[src/rtl/dma_sock_pkg.sv]
package dma_sock_pkg;
   typedef enum logic [2:0] {
      SK_OFF   = 3'd0,
      SK_LOAD  = 3'd1,
      SK_RUN   = 3'd2,
      SK_STALL = 3'd3,
      SK_DONE  = 3'd4,
      SK_SUSP  = 3'd5
   } sk_state_e;

   localparam int unsigned IRQ_PROD  = 0;
   localparam int unsigned IRQ_CONS  = 1;
   localparam int unsigned IRQ_STALL = 2;
   localparam int unsigned IRQ_SUSP  = 3;
   localparam int unsigned IRQ_NB    = 4;

   localparam logic [1:0] SEL_CTRL = 2'd0;
   localparam logic [1:0] SEL_PTR  = 2'd1;
   localparam logic [1:0] SEL_INTR = 2'd2;
   localparam logic [1:0] SEL_MASK = 2'd3;

   localparam logic [15:0] CHAIN_END = 16'hFFFF;
endpackage

[src/rtl/dma_sock_dscr_mem.sv]
module dma_sock_dscr_mem #(
   parameter int unsigned DEPTH = 8,
   parameter int unsigned DW    = 89,
   localparam int unsigned IW   = $clog2(DEPTH)
)(
   input  logic          clk,
   input  logic          rst_n,
   input  logic          h_we,
   input  logic [IW-1:0] h_addr,
   input  logic [DW-1:0] h_wdata,
   output logic [DW-1:0] h_rdata,
   input  logic [IW-1:0] s_raddr,
   output logic [DW-1:0] s_rdata,
   input  logic          s_we,
   input  logic [IW-1:0] s_waddr,
   input  logic [DW-1:0] s_wdata
);
   logic [DW-1:0] ent [DEPTH];

   for (genvar g = 0; g < DEPTH; g++) begin : g_ent
      logic [DW-1:0] q;
      always_ff @(posedge clk or negedge rst_n) begin
         if (!rst_n)                          q <= '0;
         else if (s_we && s_waddr == IW'(g))  q <= s_wdata;
         else if (h_we && h_addr == IW'(g))   q <= h_wdata;
      end
      assign ent[g] = q;
   end

   assign h_rdata = ent[h_addr];
   assign s_rdata = ent[s_raddr];
endmodule

[src/rtl/dma_sock_irq.sv]
module dma_sock_irq #(
   parameter int unsigned NB = 4
)(
   input  logic          clk,
   input  logic          rst_n,
   input  logic          mask_we,
   input  logic [NB-1:0] mask_wdata,
   input  logic [NB-1:0] clr,
   input  logic [NB-1:0] set,
   output logic [NB-1:0] mask,
   output logic [NB-1:0] flags,
   output logic          irq
);
   always_ff @(posedge clk or negedge rst_n) begin
      if (!rst_n) begin
         mask  <= '0;
         flags <= '0;
      end else begin
         if (mask_we) mask <= mask_wdata;
         flags <= (flags & ~clr) | (set & mask);
      end
   end

   assign irq = |flags;
endmodule

[src/rtl/dma_socket_seq.sv]
module dma_socket_seq
   import dma_sock_pkg::*;
#(
   parameter int unsigned DEPTH  = 8,
   parameter int unsigned ADDR_W = 32,
   parameter int unsigned SOCK_W = 8,
   parameter int unsigned BPC    = 4
)(
   input  logic                       clk,
   input  logic                       rst_n,
   input  logic                       reg_we,
   input  logic [1:0]                 reg_sel,
   input  logic [31:0]                reg_wdata,
   input  logic                       ev_we,
   input  logic [31:0]                ev_data,
   input  logic                       mem_we,
   input  logic [$clog2(DEPTH)-1:0]   mem_addr,
   input  logic [ADDR_W+SOCK_W+48:0]  mem_wdata,
   output logic [ADDR_W+SOCK_W+48:0]  mem_rdata,
   output logic [2:0]                 sock_state,
   output logic                       sock_producer,
   output logic [15:0]                active_dscr,
   output logic [3:0]                 intr_flags,
   output logic                       irq,
   output logic                       evo_valid,
   output logic [SOCK_W-1:0]          evo_sock,
   output logic [31:0]                evo_data
);
   localparam int unsigned IW      = $clog2(DEPTH);
   localparam int unsigned DW      = ADDR_W + SOCK_W + 49;
   localparam int unsigned NXT_LO  = 0;
   localparam int unsigned PEER_LO = 16;
   localparam int unsigned FULL_B  = PEER_LO + SOCK_W;
   localparam int unsigned CNT_LO  = FULL_B + 1;
   localparam int unsigned SIZE_LO = CNT_LO + 16;
   localparam int unsigned ADDR_LO = SIZE_LO + 16;
   localparam logic [SOCK_W-1:0] NO_PEER = {SOCK_W{1'b1}};
   localparam logic [16:0]       STEP    = 17'(BPC);

   if (DEPTH < 2 || (DEPTH & (DEPTH - 1)) != 0 || DEPTH > 65535)
      $error("DEPTH must be a power of two between 2 and 32768");
   if (BPC < 1 || BPC > 65535) $error("BPC must be in 1..65535");
   if (SOCK_W < 1 || SOCK_W > 16) $error("SOCK_W must be in 1..16");
   if (ADDR_W < 1) $error("ADDR_W must be positive");

   sk_state_e          st;
   logic               role;
   logic [15:0]        ptr_q;
   logic [15:0]        cur_idx;
   logic [ADDR_W-1:0]  cur_addr;
   logic [15:0]        cur_size, cur_cnt, cur_next;
   logic               cur_full;
   logic [SOCK_W-1:0]  cur_peer;

   logic [DW-1:0]      s_rdata, s_wdata;
   logic               s_we, ctl_wr, ld_full, ld_ready, ev_hit;
   logic [IRQ_NB-1:0]  irq_set, irq_clr, irq_mask;
   logic               unused_bits;

   assign ctl_wr   = reg_we && reg_sel == SEL_CTRL;
   assign ld_full  = s_rdata[FULL_B];
   assign ld_ready = role ? !ld_full : ld_full;
   assign ev_hit   = ev_we && ev_data[15:0] == cur_idx && ev_data[16] == !role;
   assign s_we     = st == SK_DONE && !ctl_wr;
   assign s_wdata  = {cur_addr, cur_size, cur_cnt, cur_full, cur_peer, cur_next};
   assign unused_bits = ^{reg_wdata[31:16], ev_data[31:17]};

   dma_sock_dscr_mem #(.DEPTH(DEPTH), .DW(DW)) u_mem (
      .clk(clk), .rst_n(rst_n),
      .h_we(mem_we), .h_addr(mem_addr), .h_wdata(mem_wdata), .h_rdata(mem_rdata),
      .s_raddr(cur_idx[IW-1:0]), .s_rdata(s_rdata),
      .s_we(s_we), .s_waddr(cur_idx[IW-1:0]), .s_wdata(s_wdata)
   );

   always_comb begin
      irq_set = '0;
      if (!ctl_wr) begin
         irq_set[IRQ_PROD]  = st == SK_DONE && role && cur_peer == NO_PEER;
         irq_set[IRQ_CONS]  = st == SK_DONE && !role && cur_peer == NO_PEER;
         irq_set[IRQ_STALL] = st == SK_LOAD && !ld_ready;
         irq_set[IRQ_SUSP]  = st == SK_DONE && cur_next == CHAIN_END;
      end else begin
         irq_set[IRQ_SUSP]  = reg_wdata[0] && ptr_q == CHAIN_END;
      end
      irq_clr = (reg_we && reg_sel == SEL_INTR) ? reg_wdata[IRQ_NB-1:0] : '0;
   end

   dma_sock_irq #(.NB(IRQ_NB)) u_irq (
      .clk(clk), .rst_n(rst_n),
      .mask_we(reg_we && reg_sel == SEL_MASK), .mask_wdata(reg_wdata[IRQ_NB-1:0]),
      .clr(irq_clr), .set(irq_set), .mask(irq_mask), .flags(intr_flags), .irq(irq)
   );

   always_ff @(posedge clk or negedge rst_n) begin
      if (!rst_n) begin
         st        <= SK_OFF;
         role      <= 1'b0;
         ptr_q     <= CHAIN_END;
         cur_idx   <= CHAIN_END;
         cur_addr  <= '0;
         cur_size  <= '0;
         cur_cnt   <= '0;
         cur_full  <= 1'b0;
         cur_peer  <= '0;
         cur_next  <= '0;
         evo_valid <= 1'b0;
         evo_sock  <= '0;
         evo_data  <= '0;
      end else begin
         evo_valid <= 1'b0;
         if (reg_we && reg_sel == SEL_PTR) ptr_q <= reg_wdata[15:0];
         if (ctl_wr) begin
            role <= reg_wdata[1];
            if (reg_wdata[0]) begin
               cur_idx <= ptr_q;
               st      <= (ptr_q == CHAIN_END) ? SK_SUSP : SK_LOAD;
            end else begin
               cur_idx <= CHAIN_END;
               st      <= SK_OFF;
            end
         end else begin
            unique case (st)
               SK_LOAD: begin
                  cur_addr <= s_rdata[ADDR_LO +: ADDR_W];
                  cur_size <= s_rdata[SIZE_LO +: 16];
                  cur_cnt  <= (role && ld_ready) ? 16'd0 : s_rdata[CNT_LO +: 16];
                  cur_full <= ld_full;
                  cur_peer <= s_rdata[PEER_LO +: SOCK_W];
                  cur_next <= s_rdata[NXT_LO +: 16];
                  st       <= ld_ready ? SK_RUN : SK_STALL;
               end
               SK_RUN: begin
                  if (role) begin
                     if ({1'b0, cur_cnt} + STEP >= {1'b0, cur_size}) begin
                        cur_cnt  <= cur_size;
                        cur_full <= 1'b1;
                        st       <= SK_DONE;
                     end else begin
                        cur_cnt <= cur_cnt + STEP[15:0];
                     end
                  end else begin
                     if ({1'b0, cur_cnt} <= STEP) begin
                        cur_cnt  <= '0;
                        cur_full <= 1'b0;
                        st       <= SK_DONE;
                     end else begin
                        cur_cnt <= cur_cnt - STEP[15:0];
                     end
                  end
               end
               SK_STALL: begin
                  if (ev_hit) begin
                     cur_full <= !role;
                     cur_cnt  <= role ? 16'd0 : cur_size;
                     st       <= SK_RUN;
                  end
               end
               SK_DONE: begin
                  if (cur_peer != NO_PEER) begin
                     evo_valid <= 1'b1;
                     evo_sock  <= cur_peer;
                     evo_data  <= {15'd0, role, cur_idx};
                  end
                  if (cur_next == CHAIN_END) begin
                     cur_idx <= CHAIN_END;
                     st      <= SK_SUSP;
                  end else begin
                     cur_idx <= cur_next;
                     st      <= SK_LOAD;
                  end
               end
               default: ;
            endcase
         end
      end
   end

   assign sock_state    = st;
   assign sock_producer = role;
   assign active_dscr   = cur_idx;
endmodule

[config.mk]
export PLATFORM = sky130hd
export DESIGN_NAME = dma_socket_seq
export DESIGN_NICKNAME = d
export VERILOG_FILES = /design/src/rtl/dma_sock_pkg.sv /design/src/rtl/dma_sock_dscr_mem.sv /design/src/rtl/dma_sock_irq.sv /design/src/rtl/dma_socket_seq.sv
export SDC_FILE = /design/constraint.sdc
export NUM_CORES = 2
export LEC_CHECK = 0
export ABC_CLOCK_PERIOD_IN_PS = 4100
export BUFFER_PORTS_ARGS = -buffer_cell sky130_fd_sc_hd__clkbuf_2
export CAP_MARGIN = 20
export CORE_MARGIN = 5
export CORE_UTILIZATION = 62
export CTS_CLUSTER_SIZE = 28
export DETAILED_ROUTE_END_ITERATION = 10
export GPL_TIMING_DRIVEN = 0
export PLACE_DENSITY = 0.81
export REMOVE_ABC_BUFFERS = 1
export SYNTH_ARGS = -nofsm -noshare
export SYNTH_HDL_FRONTEND = slang
export SYNTH_SLANG_ARGS = --single-unit
export TNS_END_PERCENT = 20
[constraint.sdc]
create_clock -name clk -period 4.1 [get_ports clk]
set_input_delay 0.41 -clock clk [delete_from_list [all_inputs] [get_ports clk]]
set_output_delay 0.41 -clock clk [all_outputs]
set_load 0.01 [all_outputs]
==> results.py <==
metrics = {
    "worst_setup_path": {
        "cp_num_cells": 11,
        "worst_path_dominant_cell_family": "simple AND/OR/NAND/NOR gates",
        "cp_max_fo": 12,
        "critical_path.endpoint_type": "flip-flop",
        "cp_slowest_stage_delay_ns": 0.63,
        "r2r_cells": 11,
        "worst-endpoint-required_ns": 4.63,
        "worst_ep_arrival_time_ns": 4.54,
        "crit_buf_inv": 0,
        "worstSetupStartpointType": "flip-flop",
        "critPathKind": "reg2reg",
        "path_cells": "ha_1 > nand3_1 > nor3_1 > xor2_1 > ha_1 > nand3_1 > nor2_1 > o211a_2 > nor3_2 > a211oi_2 > mux2_1",
        "critPathSlowestCell": "dfrtp_1",
    },
    "clock_network": {
        "h-tree-depth": 3,
        "root_buffer": "clkbuf_16",
        "clk_latency_ns": 0.66,
        "cts_buffers": 92,
        "cts_buffer_depth": 3,
        "clk_pin_slew_worst_paths_ns": 0.06,
        "cts_tree": "done",
        "cts_sinks": 871,
    },
    "power": {
        "p_total_w": 0.0446,
        "p_per_area_nw_per_um2": 763,
        "leakage_nw": 25.8,
        "peakVddDrop_uv": 448,
    },
    "sta": {
        "worst_pin_slew_ns": 1.24,
        "rsz0062_at_grt": "true",
        "period_minus_slack_ns": 4.01,
        "whs_ns": 0.0289,
        "slew_viol_final": 0,
        "finalSetupViolCount": 0,
        "fin_setup_tns_ns": 0,
        "skew_ns": 0.0273,
        "finalHoldViolations": 0,
        "timing.fmax_mhz": 249,
        "period_share_pct": 97.8,
        "slew_headroom_pct": 17.2,
    },
    "synthesis": {
        "synthDistinctLibCells": 77,
        "avgSynthCellArea_sq_um": 10.7,
        "ys.flop_type": "dfrtp_1",
        "synth-edff-count": 0,
        "ys_ff_latch": 871,
        "syn_area_sq_um": 51900,
        "synthCells": 4851,
        "ys_seq_area_share_pct": 42.1,
        "yosysWarnings": 0,
        "synth-async-reset-ratio_pct": 100,
    },
    "floorplanning": {
        "fp.dieArea_sq_um": 89500,
        "initial_core_util_pct": 62.3,
        "die_w_microns": 299,
        "ioPinCount": 318,
        "die_h_microns": 299,
        "core-area_sq_um": 83300,
        "rows": 106,
    },
    "flow_run": {
        "max_cap_viol_count": 0,
    },
    "detailed_routing": {
        "avgViaCountPerCell": 6.80,
        "routedWlPerCell_microns": 26.5,
        "dr.pass1.iters": 6,
        "ant_nets": 0,
        "routed_wl_microns": 159000,
        "drt-initial-drc-count": 5212,
        "drc_errors": 0,
        "vias": 40966,
    },
    "cells_and_area": {
        "final_cells": 6022,
        "area_growth_pct": 12.8,
        "drive_gt1_share_pct": 23.5,
        "final_nets": 5037,
        "utilization_pct": 70.2,
        "nFillCells": 5540,
    },
    "worst_hold_path": {
        "hp-class": "in2reg",
        "whs_path_depth": 2,
    },
    "placed_design": {
        "io_buffers": 271,
        "dpl.cell_count": 5824,
        "dp_hpwl_microns": 103000,
        "gp_congestion": 0.895,
    },
    "global_route": {
        "first_global_vias": 42355,
        "grt_usage_pct": 35.0,
        "grt_start_max_net_pins": 114,
        "grt_pass1_wl_microns": 246000,
        "overflow": 0,
        "antenna_found_initial": 21,
    },
    "run_status": {
        "outcome": "finished, final reports clean",
    },
}
## cells in the mapped netlist, types with 12 or more instances
master,count,area [sq um]
a31oi_1,30,188
nand2_1,661,2480
nor3b_1,22,165
xnor2_1,24,210
nor3_1,13,65.1
inv_1,23,86.3
nand3_1,16,80.1
nor2_1,321,1200
buf_1,56,210
mux2_2,110,1240
o311ai_0,12,105
a21oi_1,316,1580
buf_4,56,420
dfrtp_1,839,21000
dfstp_2,32,841
mux2i_1,762,7630
nand4_1,25,156
clkbuf_1,290,1090
buf_6,16,180
mux4_2,356,8020
xor2_1,16,140
o21ai_0,555,2780
ha_1,20,250
buf_2,173,866
## routing by layer
layer  vias up  wire length, microns  global-route usage, %
li1      17403                     -                      -
met1     20456                 59700                   46.1
met4        10                  8470                   17.9
met5         -                    72                      0
met3       590                 15200                   6.83
met2      2507                 76000                   56.2
## what timing repair did
item	in CTS	in global routing
hold endpoints to repair	84	0
setup buffers	2	3
gates resized for setup	6	3
pin swaps	6	1
hold buffers	9	0
endpoints found under the setup margin	167	95
## cell families after synthesis
family	after synthesis	synth area share [%]
mux	1229	32.6
simple gates	1113	8.88
compound gates	961	9.76
flops	871	42.1
buf+inv	616	5.52
xor+xnor	40	0.676
fa+ha+maj	20	0.483
other cells	1	0.00723
## final cells by class
class                      instances  area (sq um)  area share [%]
inverter                          24          90.1           0.154
multi-input combinational       3378         27300            46.7
clock buffer                     132          2680            4.59
sequential                       871         21800            37.4
antenna                           14          35.0          0.0599
clock inverter                    36           380           0.650
timing repair buffer             487          4800            8.21
tap                             1080          1350            2.31
## worst register-to-register path, cell delays in order, from the launching register on
cell and delay (ns):
dfrtp_1 0.63, ha_1 0.35, nand3_1 0.23, nor3_1 0.35, xor2_1 0.13, ha_1 0.35
nand3_1 0.12, nor2_1 0.29, o211a_2 0.42, nor3_2 0.15, a211oi_2 0.50, mux2_1 0.37
## through the flow
stage / setup WS (ns) / cell area, sq um
after global placement: -30.12 / 51800
after floorplan: -8.31 / 49100
after global routing: -0.0571 / 58500
final: 0.0885 / 58500
after detailed placement: -0.615 / 55200
after CTS: -0.493 / 58400
## registers in the layout, indices dropped and copies added (netlist names), 8 cells and up
signal         cells
cur_size          16
cur_peer           8
cur_addr          32
u_mem.g_ent.q    712
cur_cnt           16
active_dscr       16
cur_next          16
evo_data          17
evo_sock           8
ptr_q             16
## layout by cell type, fill, tap and decap left out, drive strengths merged, types with 25 or more instances in the layout
cell	n
dfrtp	839
mux2i	762
nand2	662
o21ai	559
clkbuf	404
mux4	356
nor2	322
a21oi	316
buf	206
mux2	111
dfstp	32
a31oi	30
inv	28
nand4	25
## worst paths after layout
kind                         startpoint              endpoint  slack, ns
min reg2reg                 evo_sock[0]           evo_sock[0]       0.47
min                        reg_wdata[6]              ptr_q[6]       0.03
max in group asynchronous         rst_n  u_mem.g_ent[3].q[40]       1.81
min in group asynchronous         rst_n  u_mem.g_ent[5].q[63]       0.40
max                          cur_cnt[3]              cur_full       0.09
max reg2reg                  cur_cnt[3]              cur_full       0.09
## power breakdown
group          leakage (nW)  internal (W)  switching [W]
Combinational          13.8       0.00941        0.00874
Clock                  1.51       0.00493        0.00365
Sequential             10.5        0.0129        0.00497
Total                  25.8        0.0273         0.0174
(Power assumes the default switching activity.)
